## src/rtl/lclk_pkg.sv

```systemverilog
package lclk_pkg;

    typedef struct packed {
        logic ie;
        logic flag;
    } lclk_csr_t;

    typedef struct packed {
        logic pend;
        logic vstb;
    } lclk_req_t;

endpackage

```

## src/rtl/lclk_csr.sv

```systemverilog
module lclk_csr
    import lclk_pkg::*;
#(
    parameter int          ADDR_W   = 16,
    parameter int          DATA_W   = 16,
    parameter logic [15:0] CSR_ADDR = 16'o177546,
    parameter int          IE_BIT   = 6,
    parameter int          FLAG_BIT = 7
) (
    input  logic              clk,
    input  logic              rst_n,
    input  logic              bus_init,
    input  logic [ADDR_W-1:0] reg_addr,
    input  logic              reg_wr,
    input  logic              reg_rd,
    input  logic [DATA_W-1:0] reg_wdata,
    output logic [DATA_W-1:0] reg_rdata,
    input  logic              tick,
    output logic              ie_q_o,
    output logic              ie_d_o
);

    localparam logic [ADDR_W-1:0] HIT_ADDR = ADDR_W'(CSR_ADDR);

    lclk_csr_t csr_d, csr_q;
    logic      hit;

    assign hit = (reg_addr == HIT_ADDR);

    always_comb begin
        csr_d = csr_q;
        if (reg_wr && hit) begin
            csr_d.ie = reg_wdata[IE_BIT];
            if (reg_wdata[FLAG_BIT]) csr_d.flag = 1'b0;
        end
        if (tick)     csr_d.flag = 1'b1;
        if (bus_init) csr_d.ie   = 1'b0;
    end

    always_ff @(posedge clk or negedge rst_n) begin
        if (!rst_n) csr_q <= '0;
        else        csr_q <= csr_d;
    end

    always_comb begin
        reg_rdata = '0;
        if (reg_rd && hit) begin
            reg_rdata[IE_BIT]   = csr_q.ie;
            reg_rdata[FLAG_BIT] = csr_q.flag;
        end
    end

    assign ie_q_o = csr_q.ie;
    assign ie_d_o = csr_d.ie;

    AST_INIT_CLEARS_IE: assert property (@(posedge clk) disable iff (!rst_n)
        bus_init |=> !csr_q.ie);
    AST_TICK_SETS_FLAG: assert property (@(posedge clk) disable iff (!rst_n)
        tick |=> csr_q.flag);

endmodule

```

## src/rtl/lclk_req.sv

```systemverilog
module lclk_req
    import lclk_pkg::*;
#(
    parameter int          PRI_W    = 3,
    parameter int          DEV_PRI  = 6,
    parameter int          VA_W     = 16,
    parameter logic [15:0] VEC_ADDR = 16'o100
) (
    input  logic             clk,
    input  logic             rst_n,
    input  logic             tick,
    input  logic             ie_q,
    input  logic             ie_d,
    input  logic [PRI_W-1:0] cpu_pri,
    input  logic             irq_ack,
    output logic             irq_req,
    output logic             vec_stb,
    output logic [VA_W-1:0]  vec_pc_addr,
    output logic [VA_W-1:0]  vec_ps_addr
);

    localparam logic [PRI_W-1:0] DEV_LVL = PRI_W'(DEV_PRI);
    localparam logic [VA_W-1:0]  PC_VA   = VA_W'(VEC_ADDR);
    localparam logic [VA_W-1:0]  PS_VA   = VA_W'(VEC_ADDR) + VA_W'(2);

    lclk_req_t st_d, st_q;
    logic      accept;

    assign irq_req = st_q.pend && (cpu_pri < DEV_LVL);
    assign accept  = irq_ack && irq_req;

    always_comb begin
        st_d      = st_q;
        st_d.pend = ie_d && ((tick && ie_q) || (st_q.pend && !accept));
        st_d.vstb = accept;
    end

    always_ff @(posedge clk or negedge rst_n) begin
        if (!rst_n) st_q <= '0;
        else        st_q <= st_d;
    end

    assign vec_stb     = st_q.vstb;
    assign vec_pc_addr = st_q.vstb ? PC_VA : '0;
    assign vec_ps_addr = st_q.vstb ? PS_VA : '0;

    AST_VEC_AFTER_ACK: assert property (@(posedge clk) disable iff (!rst_n)
        (irq_ack && irq_req) |=> vec_stb);
    AST_NO_STRAY_VEC: assert property (@(posedge clk) disable iff (!rst_n)
        !(irq_ack && irq_req) |=> !vec_stb);
    AST_REQ_NEEDS_IE: assert property (@(posedge clk) disable iff (!rst_n)
        irq_req |-> ie_q);
    AST_PEND_HELD: assert property (@(posedge clk) disable iff (!rst_n)
        (st_q.pend && !irq_ack && ie_d) |=> st_q.pend);

endmodule

```

## src/rtl/lclk_irq_unit.sv

```systemverilog
module lclk_irq_unit (
    input  logic        clk,
    input  logic        rst_n,
    input  logic        bus_init,
    input  logic [15:0] reg_addr,
    input  logic        reg_wr,
    input  logic        reg_rd,
    input  logic [15:0] reg_wdata,
    output logic [15:0] reg_rdata,
    input  logic        tick,
    input  logic [2:0]  cpu_pri,
    output logic        irq_req,
    input  logic        irq_ack,
    output logic        vec_stb,
    output logic [15:0] vec_pc_addr,
    output logic [15:0] vec_ps_addr
);

    logic ie_q, ie_d;

    lclk_csr #(
        .ADDR_W   (16),
        .DATA_W   (16),
        .CSR_ADDR (16'o177546),
        .IE_BIT   (6),
        .FLAG_BIT (7)
    ) i_csr (
        .clk       (clk),
        .rst_n     (rst_n),
        .bus_init  (bus_init),
        .reg_addr  (reg_addr),
        .reg_wr    (reg_wr),
        .reg_rd    (reg_rd),
        .reg_wdata (reg_wdata),
        .reg_rdata (reg_rdata),
        .tick      (tick),
        .ie_q_o    (ie_q),
        .ie_d_o    (ie_d)
    );

    lclk_req #(
        .PRI_W    (3),
        .DEV_PRI  (6),
        .VA_W     (16),
        .VEC_ADDR (16'o100)
    ) i_req (
        .clk         (clk),
        .rst_n       (rst_n),
        .tick        (tick),
        .ie_q        (ie_q),
        .ie_d        (ie_d),
        .cpu_pri     (cpu_pri),
        .irq_ack     (irq_ack),
        .irq_req     (irq_req),
        .vec_stb     (vec_stb),
        .vec_pc_addr (vec_pc_addr),
        .vec_ps_addr (vec_ps_addr)
    );

    AST_INIT_DROPS_REQ: assert property (@(posedge clk) disable iff (!rst_n)
        bus_init |=> !irq_req);

endmodule

```

## config.mk

```make
export PLATFORM = sky130hd
export DESIGN_NAME = lclk_irq_unit
export DESIGN_NICKNAME = d
export VERILOG_FILES = /design/src/rtl/lclk_pkg.sv /design/src/rtl/lclk_csr.sv /design/src/rtl/lclk_req.sv /design/src/rtl/lclk_irq_unit.sv
export SDC_FILE = /design/constraint.sdc
export NUM_CORES = 1
export LEC_CHECK = 0
export ABC_CLOCK_PERIOD_IN_PS = 2110
export CAP_MARGIN = 0
export CELL_PAD_IN_SITES_DETAIL_PLACEMENT = 0
export CELL_PAD_IN_SITES_GLOBAL_PLACEMENT = 2
export CORE_MARGIN = 5
export CORE_UTILIZATION = 10
export DETAILED_ROUTE_END_ITERATION = 16
export GPL_TIMING_DRIVEN = 0
export PLACE_DENSITY = 0.8
export SLEW_MARGIN = 20
export SYNTH_ARGS = -nofsm -noshare
export SYNTH_HDL_FRONTEND = slang
export SYNTH_SLANG_ARGS = --single-unit
```

## constraint.sdc

```tcl
create_clock -name clk -period 2.11 [get_ports clk]
set_clock_uncertainty 0.1 [all_clocks]
set_input_delay 0.5275 -clock clk [delete_from_list [all_inputs] [get_ports clk]]
set_output_delay 0.5275 -clock clk [all_outputs]
set_load 0.02 [all_outputs]
```

==> flow_metrics.py, run 1 <==
metrics = {
    "power_and_ir_drop": {
        "power.total_mw": 0.4223,
        "clkPwrFrac_pct": 37.6,
        "p_leak_nw": 0.6774,
        "swShare_pct": 31.40,
        "intPower_mw": 0.2897,
        "switchingPower_mw": 0.1326,
        "seqPwrFrac_pct": 18.3,
        "powerDensity_nw_per_um2": 334.5,
        "comb_power_share_pct": 44.1,
        "irDropWorstVdd_mv": 0.1009,
    },
    "run": {
        "drv_cap": 0,
    },
    "final_layout": {
        "finalNonFillerCells": 230,
        "drive_above_1_share_pct": 49.67,
        "fin_nets": 197,
        "diodes": 0,
        "area_delta_synth_final_pct": 100.2,
        "final_area_um2": 1262,
    },
    "synthesis": {
        "synth-seq-cells": 4,
        "synth_area_um2": 630.6,
        "post_synth.cell_area_avg_um2": 8.758,
        "syn_inst": 72,
        "yosysSeqAreaShare_pct": 15.87,
        "synth_cell_types": 21,
        "yosys_warnings": 0,
    },
    "routing": {
        "wirelength_um": 1672,
        "drt_first_iter_violations": 10,
        "postRouteAntennaNets": 0,
        "dr.pass1.iters": 4,
        "remaining_drc_errors": 0,
        "route.vias.total": 598,
        "drt-wirelength-per-cell_um": 7.270,
        "viasPerCell": 2.600,
    },
    "sta": {
        "period_share_pct": 104.2,
        "hold_slack_ns": 0.3899,
        "min_period_ns": 2.199,
        "timing.final.ws_setup_ns": -0.08912,
        "slew_viol_final": 0,
        "setup_viol": 2,
        "tns_ns": -0.1742,
        "rsz0062_at_grt": "yes",
        "clock.fmax_ghz": 0.4547,
        "hold_viol": 0,
    },
    "worst_setup_path": {
        "required_ns": 1.48,
        "worstPathMaxFanout": 5,
        "crit_path_top_delay_cell": "nor4_4",
        "arrival_ns": 1.57,
        "crit_family": "simple AND/OR/NAND/NOR gates",
        "reg2reg_slack_ns": 0.88,
        "end_kind": "primary output",
        "path_common_cell": "buf_6",
        "cpPeakStageDelay_ns": 0.27,
        "cp_num_buf_inv": 3,
        "path_cells": "buf_6 -> nand4bb_4 -> nor4_4 -> buf_4 -> and3_4 -> buf_6",
        "crit_type": "input pin to primary output",
        "start_kind": "input pin",
    },
    "grt": {
        "gr-usage-all-layers_pct": 3.958,
        "grt_pass1_wl_um": 2359,
        "grt-ovfl-total": 0,
        "grt_pass1_vias": 547,
        "antenna_found_initial": 0,
        "grt_max_degree": 6,
    },
    "clock_tree": {
        "cts-root-buf": "clkbuf_8",
        "clockBufferDepth": 2,
        "cts_buffers": 3,
        "hold_buffers": 0,
        "cts_tree": "yes",
        "htree_levels": 1,
        "cts_sinks": 4,
        "insertion_delay_ns": 0.21,
        "clk_pin_slew_ns": 0.03,
    },
    "hold_path": {
        "hp-class": "flop to flop",
    },
    "floorplanning": {
        "ios": 92,
        "die_area_um2": 7994,
        "core_um2": 6241,
        "die_h_um": 89.41,
        "fp.dieW_um": 89.41,
        "start_util_pct": 10.10,
        "fp-row-count": 29,
    },
    "outcome": {
        "violations": "setup timing",
        "outcome": "complete, but fails checks",
    },
    "place": {
        "post-place-cells": 224,
        "hpwl_um": 1528,
        "port_buffers": 33,
        "gp_congestion": 0.6712,
        "placed_area_um2": 1215,
    },
}
## cells in the mapped netlist
| library cell | number | share of area, % |
|---|---|---|
| a21boi_0 | 1 | 1.2 |
| a21boi_1 | 1 | 1.2 |
| a21o_1 | 1 | 1.2 |
| a21oi_1 | 1 | 0.79 |
| a31oi_1 | 1 | 0.99 |
| and2_1 | 1 | 0.99 |
| and3_1 | 2 | 2.0 |
| buf_4 | 46 | 55 |
| conb_1 | 1 | 0.59 |
| dfrtp_1 | 4 | 16 |
| inv_1 | 1 | 0.59 |
| nand3_1 | 2 | 1.6 |
| nand4_1 | 2 | 2.0 |
| nand4bb_1 | 1 | 1.8 |
| nand4bb_4 | 1 | 4.4 |
| nor3_1 | 1 | 0.79 |
| nor3_2 | 1 | 1.6 |
| nor4_4 | 1 | 3.4 |
| o21ai_2 | 1 | 1.4 |
| o21bai_1 | 1 | 1.2 |
| or4_4 | 1 | 1.8 |
## layout by cell type, fill, tap and decap left out
master | synthesis | final
o21ai_2 | 1 | 1
buf_4 | 46 | 49
or4_4 | 1 | 1
buf_6 | 0 | 4
nor3_2 | 1 | 1
a21boi_2 | 0 | 1
and3_4 | 0 | 2
clkdlybuf4s50_1 | 0 | 14
a21o_1 | 1 | 1
o21bai_1 | 1 | 1
buf_2 | 0 | 6
nand4bb_4 | 1 | 2
nand3_1 | 2 | 2
and2_1 | 1 | 1
a21oi_1 | 1 | 1
dfrtp_1 | 4 | 4
a21boi_0 | 1 | 1
a31oi_1 | 1 | 1
conb_1 | 1 | 43
nand4_1 | 2 | 2
nor3_1 | 1 | 1
clkdlybuf4s15_1 | 0 | 2
dlygate4sd2_1 | 0 | 2
clkbuf_8 | 0 | 3
nor4_4 | 1 | 1
clkdlybuf4s15_2 | 0 | 1
clkbuf_2 | 0 | 4
inv_1 | 1 | 1
## repair_timing
action                                  in CTS  in global routing
resized for setup                           53                 12
hold endpoints to repair                     0                  0
setup buffers                                1                  2
pin swaps                                    6                  4
endpoints found under the setup margin       3                  3
## cell families (layout without fill, tap and decap cells)
group / count (synthesis) / in the layout / synth area share [%]
DFF: 4 / 4 / 15.87
other: 1 / 43 / 0.5947
and+or+nand+nor: 13 / 13 / 20.24
AOI/OAI and AO/OA: 7 / 7 / 7.938
buffers and inverters: 47 / 86 / 55.36
## cell type report
cell class / instances / area [um2]
fillers: 706 / 4979
inverters: 1 / 3.754
repair buffers: 36 / 306.5
multi-input cells: 63 / 369.1
well taps: 77 / 96.34
flip-flops and latches: 4 / 100.1
plain buffers: 46 / 345.3
clock buffers: 3 / 41.29
## path summary, 6_finish.rpt
| check | from | endpoint | cells past startpoint |
|---|---|---|---|
| setup / recovery | reg_addr[0] | reg_rdata[6] | 6 |
| hold / removal | i_csr.csr_q[0] | i_csr.csr_q[0] | 1 |
| setup reg to reg | i_req.st_q[1] | i_req.st_q[1] | 4 |
| hold reg to reg | i_csr.csr_q[0] | i_csr.csr_q[0] | 1 |
| max in group asynchronous | rst_n | i_csr.ie_q_o | 1 |
| min in group asynchronous | rst_n | i_req.vec_stb | 1 |
## per-stage QoR
step | worst slack [ns] | util [%]
3_3_place_gp | -0.9315 | 19.47
5_1_grt | -0.1252 | 20.23
2_1_floorplan | 0.08798 | -
3_5_place_dp | -0.9659 | 19.47
4_1_cts | -0.1508 | 19.87
6_report | -0.08912 | 20.23
## state kept, by name, indices dropped and copies added (netlist names)
name,cells
i_req.vec_stb,1
i_csr.csr_q,1
i_csr.ie_q_o,1
i_req.st_q,1
## power by group through the flow
stage          sequential, mW  clock (mW)  combinational, mW
6_report               0.0773       0.159              0.186
5_1_grt                0.0772       0.169              0.201
3_3_place_gp           0.0781           0              0.188
2_1_floorplan          0.0781           0              0.135
4_1_cts                0.0772       0.167              0.182
3_5_place_dp           0.0781           0              0.189
## layer usage
metal  up-vias  global-route usage, %  wire length (um)
li1        316                      -                 -
met1       227                  4.578               592
met2        53                  5.760               701
met3         2                  2.028               368
met4         0                  2.436                10
met5         -                      0                 0
Power figures use the tool's default switching activity.
==> run 2: changes to the inputs <==
--- a/config.mk
+++ b/config.mk
@@ -14,6 +14,7 @@
 export DETAILED_ROUTE_END_ITERATION = 16
 export GPL_TIMING_DRIVEN = 0
 export PLACE_DENSITY = 0.8
+export SKIP_CTS_REPAIR_TIMING = 1
 export SLEW_MARGIN = 20
 export SYNTH_ARGS = -nofsm -noshare
 export SYNTH_HDL_FRONTEND = slang
==> run 2 against run 1 <==
Compared with the run above:
- the flow still finishes with violations (setup timing)
- final area grew 5.6%
- count of clock-buffer cells in the layout stayed put
- critical path depth is the same
- worst setup slack got worse by 0.0033 ns
- hold slack worse by 0.00057 ns
- routed wire length is 1.4% higher
- clock power about the same
- non-clock buffer count is 1 lower
- sequential share of layout area fell by 0.42 points
- largest cell class unchanged
- highest routed layer unchanged
==> flow_metrics.py, run 2 (synthesis results as in run 1) <==
metrics = {
    "final_layout": {
        "area_delta_synth_final_pct": 111.5,
        "layout_commonest_cell": "buf_4",
        "diodes": 0,
        "finalNonFillerCells": 229,
        "multi_input_area_um2": 365.4,
        "layout_common_cells": "48 x buf_4, 43 x conb_1, 15 x dlymetal6s2s_1",
        "final-seq-area_um2": 100.1,
        "num-fill-cells": 699,
        "fin_util_pct": 21.37,
        "drive_above_1_share_pct": 41.45,
        "fin_nets": 196,
    },
    "worst_setup_path": {
        "path_common_cell": "buf_6",
        "cp_num_buf_inv": 3,
        "end_kind": "primary output",
        "cpPeakStageDelay_ns": 0.27,
        "arrival_ns": 1.57,
        "path_cells": "buf_6 -> nand4bb_4 -> nor4_4 -> buf_4 -> and3_4 -> buf_6",
        "required_ns": 1.48,
        "reg2regPathDepth": 4,
        "r2r_end": "i_req.st_q[1]",
        "crit_type": "input pin to primary output",
        "start_kind": "input pin",
        "reg2reg_slack_ns": 0.89,
        "timing.rr.start": "i_req.st_q[1]",
        "crit_path_top_delay_cell": "nor4_4",
        "worstPathMaxFanout": 5,
        "crit_family": "simple AND/OR/NAND/NOR gates",
    },
    "outcome": {
        "violations": "setup timing",
        "outcome": "complete, but fails checks",
    },
    "sta": {
        "clock.fmax_ghz": 0.4540,
        "hold_slack_ns": 0.3893,
        "timing.final.ws_setup_ns": -0.09241,
        "min_period_ns": 2.202,
        "setup_viol": 2,
        "slew_viol_final": 0,
        "period_share_pct": 104.4,
        "tns_ns": -0.1804,
        "rsz0062_at_grt": "yes",
        "hold_viol": 0,
    },
    "hold_path": {
        "hp-class": "flop to flop",
        "hold_path_depth": 1,
        "hold_path_end": "i_csr.csr_q[0]",
        "min_from": "i_csr.csr_q[0]",
    },
    "floorplanning": {
        "ios": 92,
        "die_area_um2": 7994,
        "start_util_pct": 10.10,
        "die_h_um": 89.41,
        "fp.dieW_um": 89.41,
        "fp-row-count": 29,
        "core_um2": 6241,
    },
    "routing": {
        "route.vias.total": 596,
        "drt-wirelength-per-cell_um": 7.402,
        "drt_first_iter_violations": 10,
        "postRouteAntennaNets": 0,
        "dr.pass1.iters": 4,
        "remaining_drc_errors": 0,
        "wirelength_um": 1695,
        "viasPerCell": 2.603,
    },
    "power_and_ir_drop": {
        "irDropWorstVdd_mv": 0.1012,
        "p_leak_nw": 0.8124,
        "powerDensity_nw_per_um2": 321.2,
    },
    "clock_tree": {
        "cts_tree": "yes",
        "cts_buffers": 3,
        "cts_sinks": 4,
        "clockBufferDepth": 2,
        "htree_levels": 1,
        "clk_pin_slew_ns": 0.03,
        "cts-root-buf": "clkbuf_8",
        "insertion_delay_ns": 0.22,
    },
    "place": {
        "hpwl_um": 1528,
        "port_buffers": 33,
        "gp_congestion": 0.6712,
        "post-place-cells": 224,
    },
    "grt": {
        "gr-usage-all-layers_pct": 3.919,
        "grt_max_degree": 6,
        "grt-ovfl-total": 0,
        "grt_pass1_wl_um": 2332,
        "grt_pass1_vias": 553,
        "antenna_found_initial": 0,
    },
    "run": {
        "drv_cap": 0,
    },
}
==> run 2: cell types whose count changed in the layout (fill, tap and decap cells not counted), sizes merged <==
cell / previous run / this run
dlymetal6s2s: 0 / 15
dlygate4sd2: 2 / 0
buf: 59 / 51
clkdlybuf4s15: 3 / 0
clkbuf: 7 / 4
==> run 2: per-stage QoR <==
| stage | power (mW) | area, um2 | setup slack, ns |
|---|---|---|---|
| floorplan | 0.2131 | 788.3 | 0.08798 |
| global placement | 0.2658 | 1215 | -0.9315 |
| detailed placement | 0.2669 | 1215 | -0.9659 |
| CTS | 0.4331 | 1256 | -0.9605 |
| global route | 0.4526 | 1334 | -0.1288 |
| finish | 0.4284 | 1334 | -0.09241 |
==> run 2: worst max-delay path by stage <==
stage          slack (ns)         from  depth (start not counted)            to
4_1_cts             -0.96  reg_addr[5]                          5  reg_rdata[7]
3_3_place_gp        -0.93  reg_addr[7]                          5  reg_rdata[6]
5_1_grt             -0.13  reg_addr[3]                          6  reg_rdata[6]
6_report            -0.09  reg_addr[3]                          6  reg_rdata[6]
2_1_floorplan        0.09  reg_addr[7]                          3  reg_rdata[6]
3_5_place_dp        -0.97  reg_addr[5]                          5  reg_rdata[7]
==> run 2: layout make-up <==
cell class	instances	area share, %
inverters	1	0.2814
well taps	77	7.223
plain buffers	46	25.89
repair buffers	35	28.61
multi-input cells	63	27.39
clock buffers	3	3.096
flip-flops and latches	4	7.505
==> run 2: metal layers <==
layer / routed length, um / vias up / GRT usage, %
met5: 0 / - / 0
li1: - / 313 / -
met1: 615 / 226 / 4.357
met4: 15 / 0 / 2.436
met2: 706 / 53 / 5.827
met3: 357 / 4 / 2.120
==> run 2: report_power, final <==
group	internal, mW	total, mW	switching (mW)
clock network	0.121	0.160	0.0382
logic	0.0968	0.191	0.0945
registers	0.0773	0.0773	0.000000308
total	0.296	0.428	0.133
==> run 3: changes to the inputs <==
--- a/config.mk
+++ b/config.mk
@@ -6,7 +6,7 @@
 export NUM_CORES = 1
 export LEC_CHECK = 0
 export ABC_CLOCK_PERIOD_IN_PS = 2110
-export CAP_MARGIN = 0
+export CAP_MARGIN = 15
 export CELL_PAD_IN_SITES_DETAIL_PLACEMENT = 0
 export CELL_PAD_IN_SITES_GLOBAL_PLACEMENT = 2
 export CORE_MARGIN = 5
==> results of run 3 <==
Final layout, timing and power as in run 2 (identical DEF).
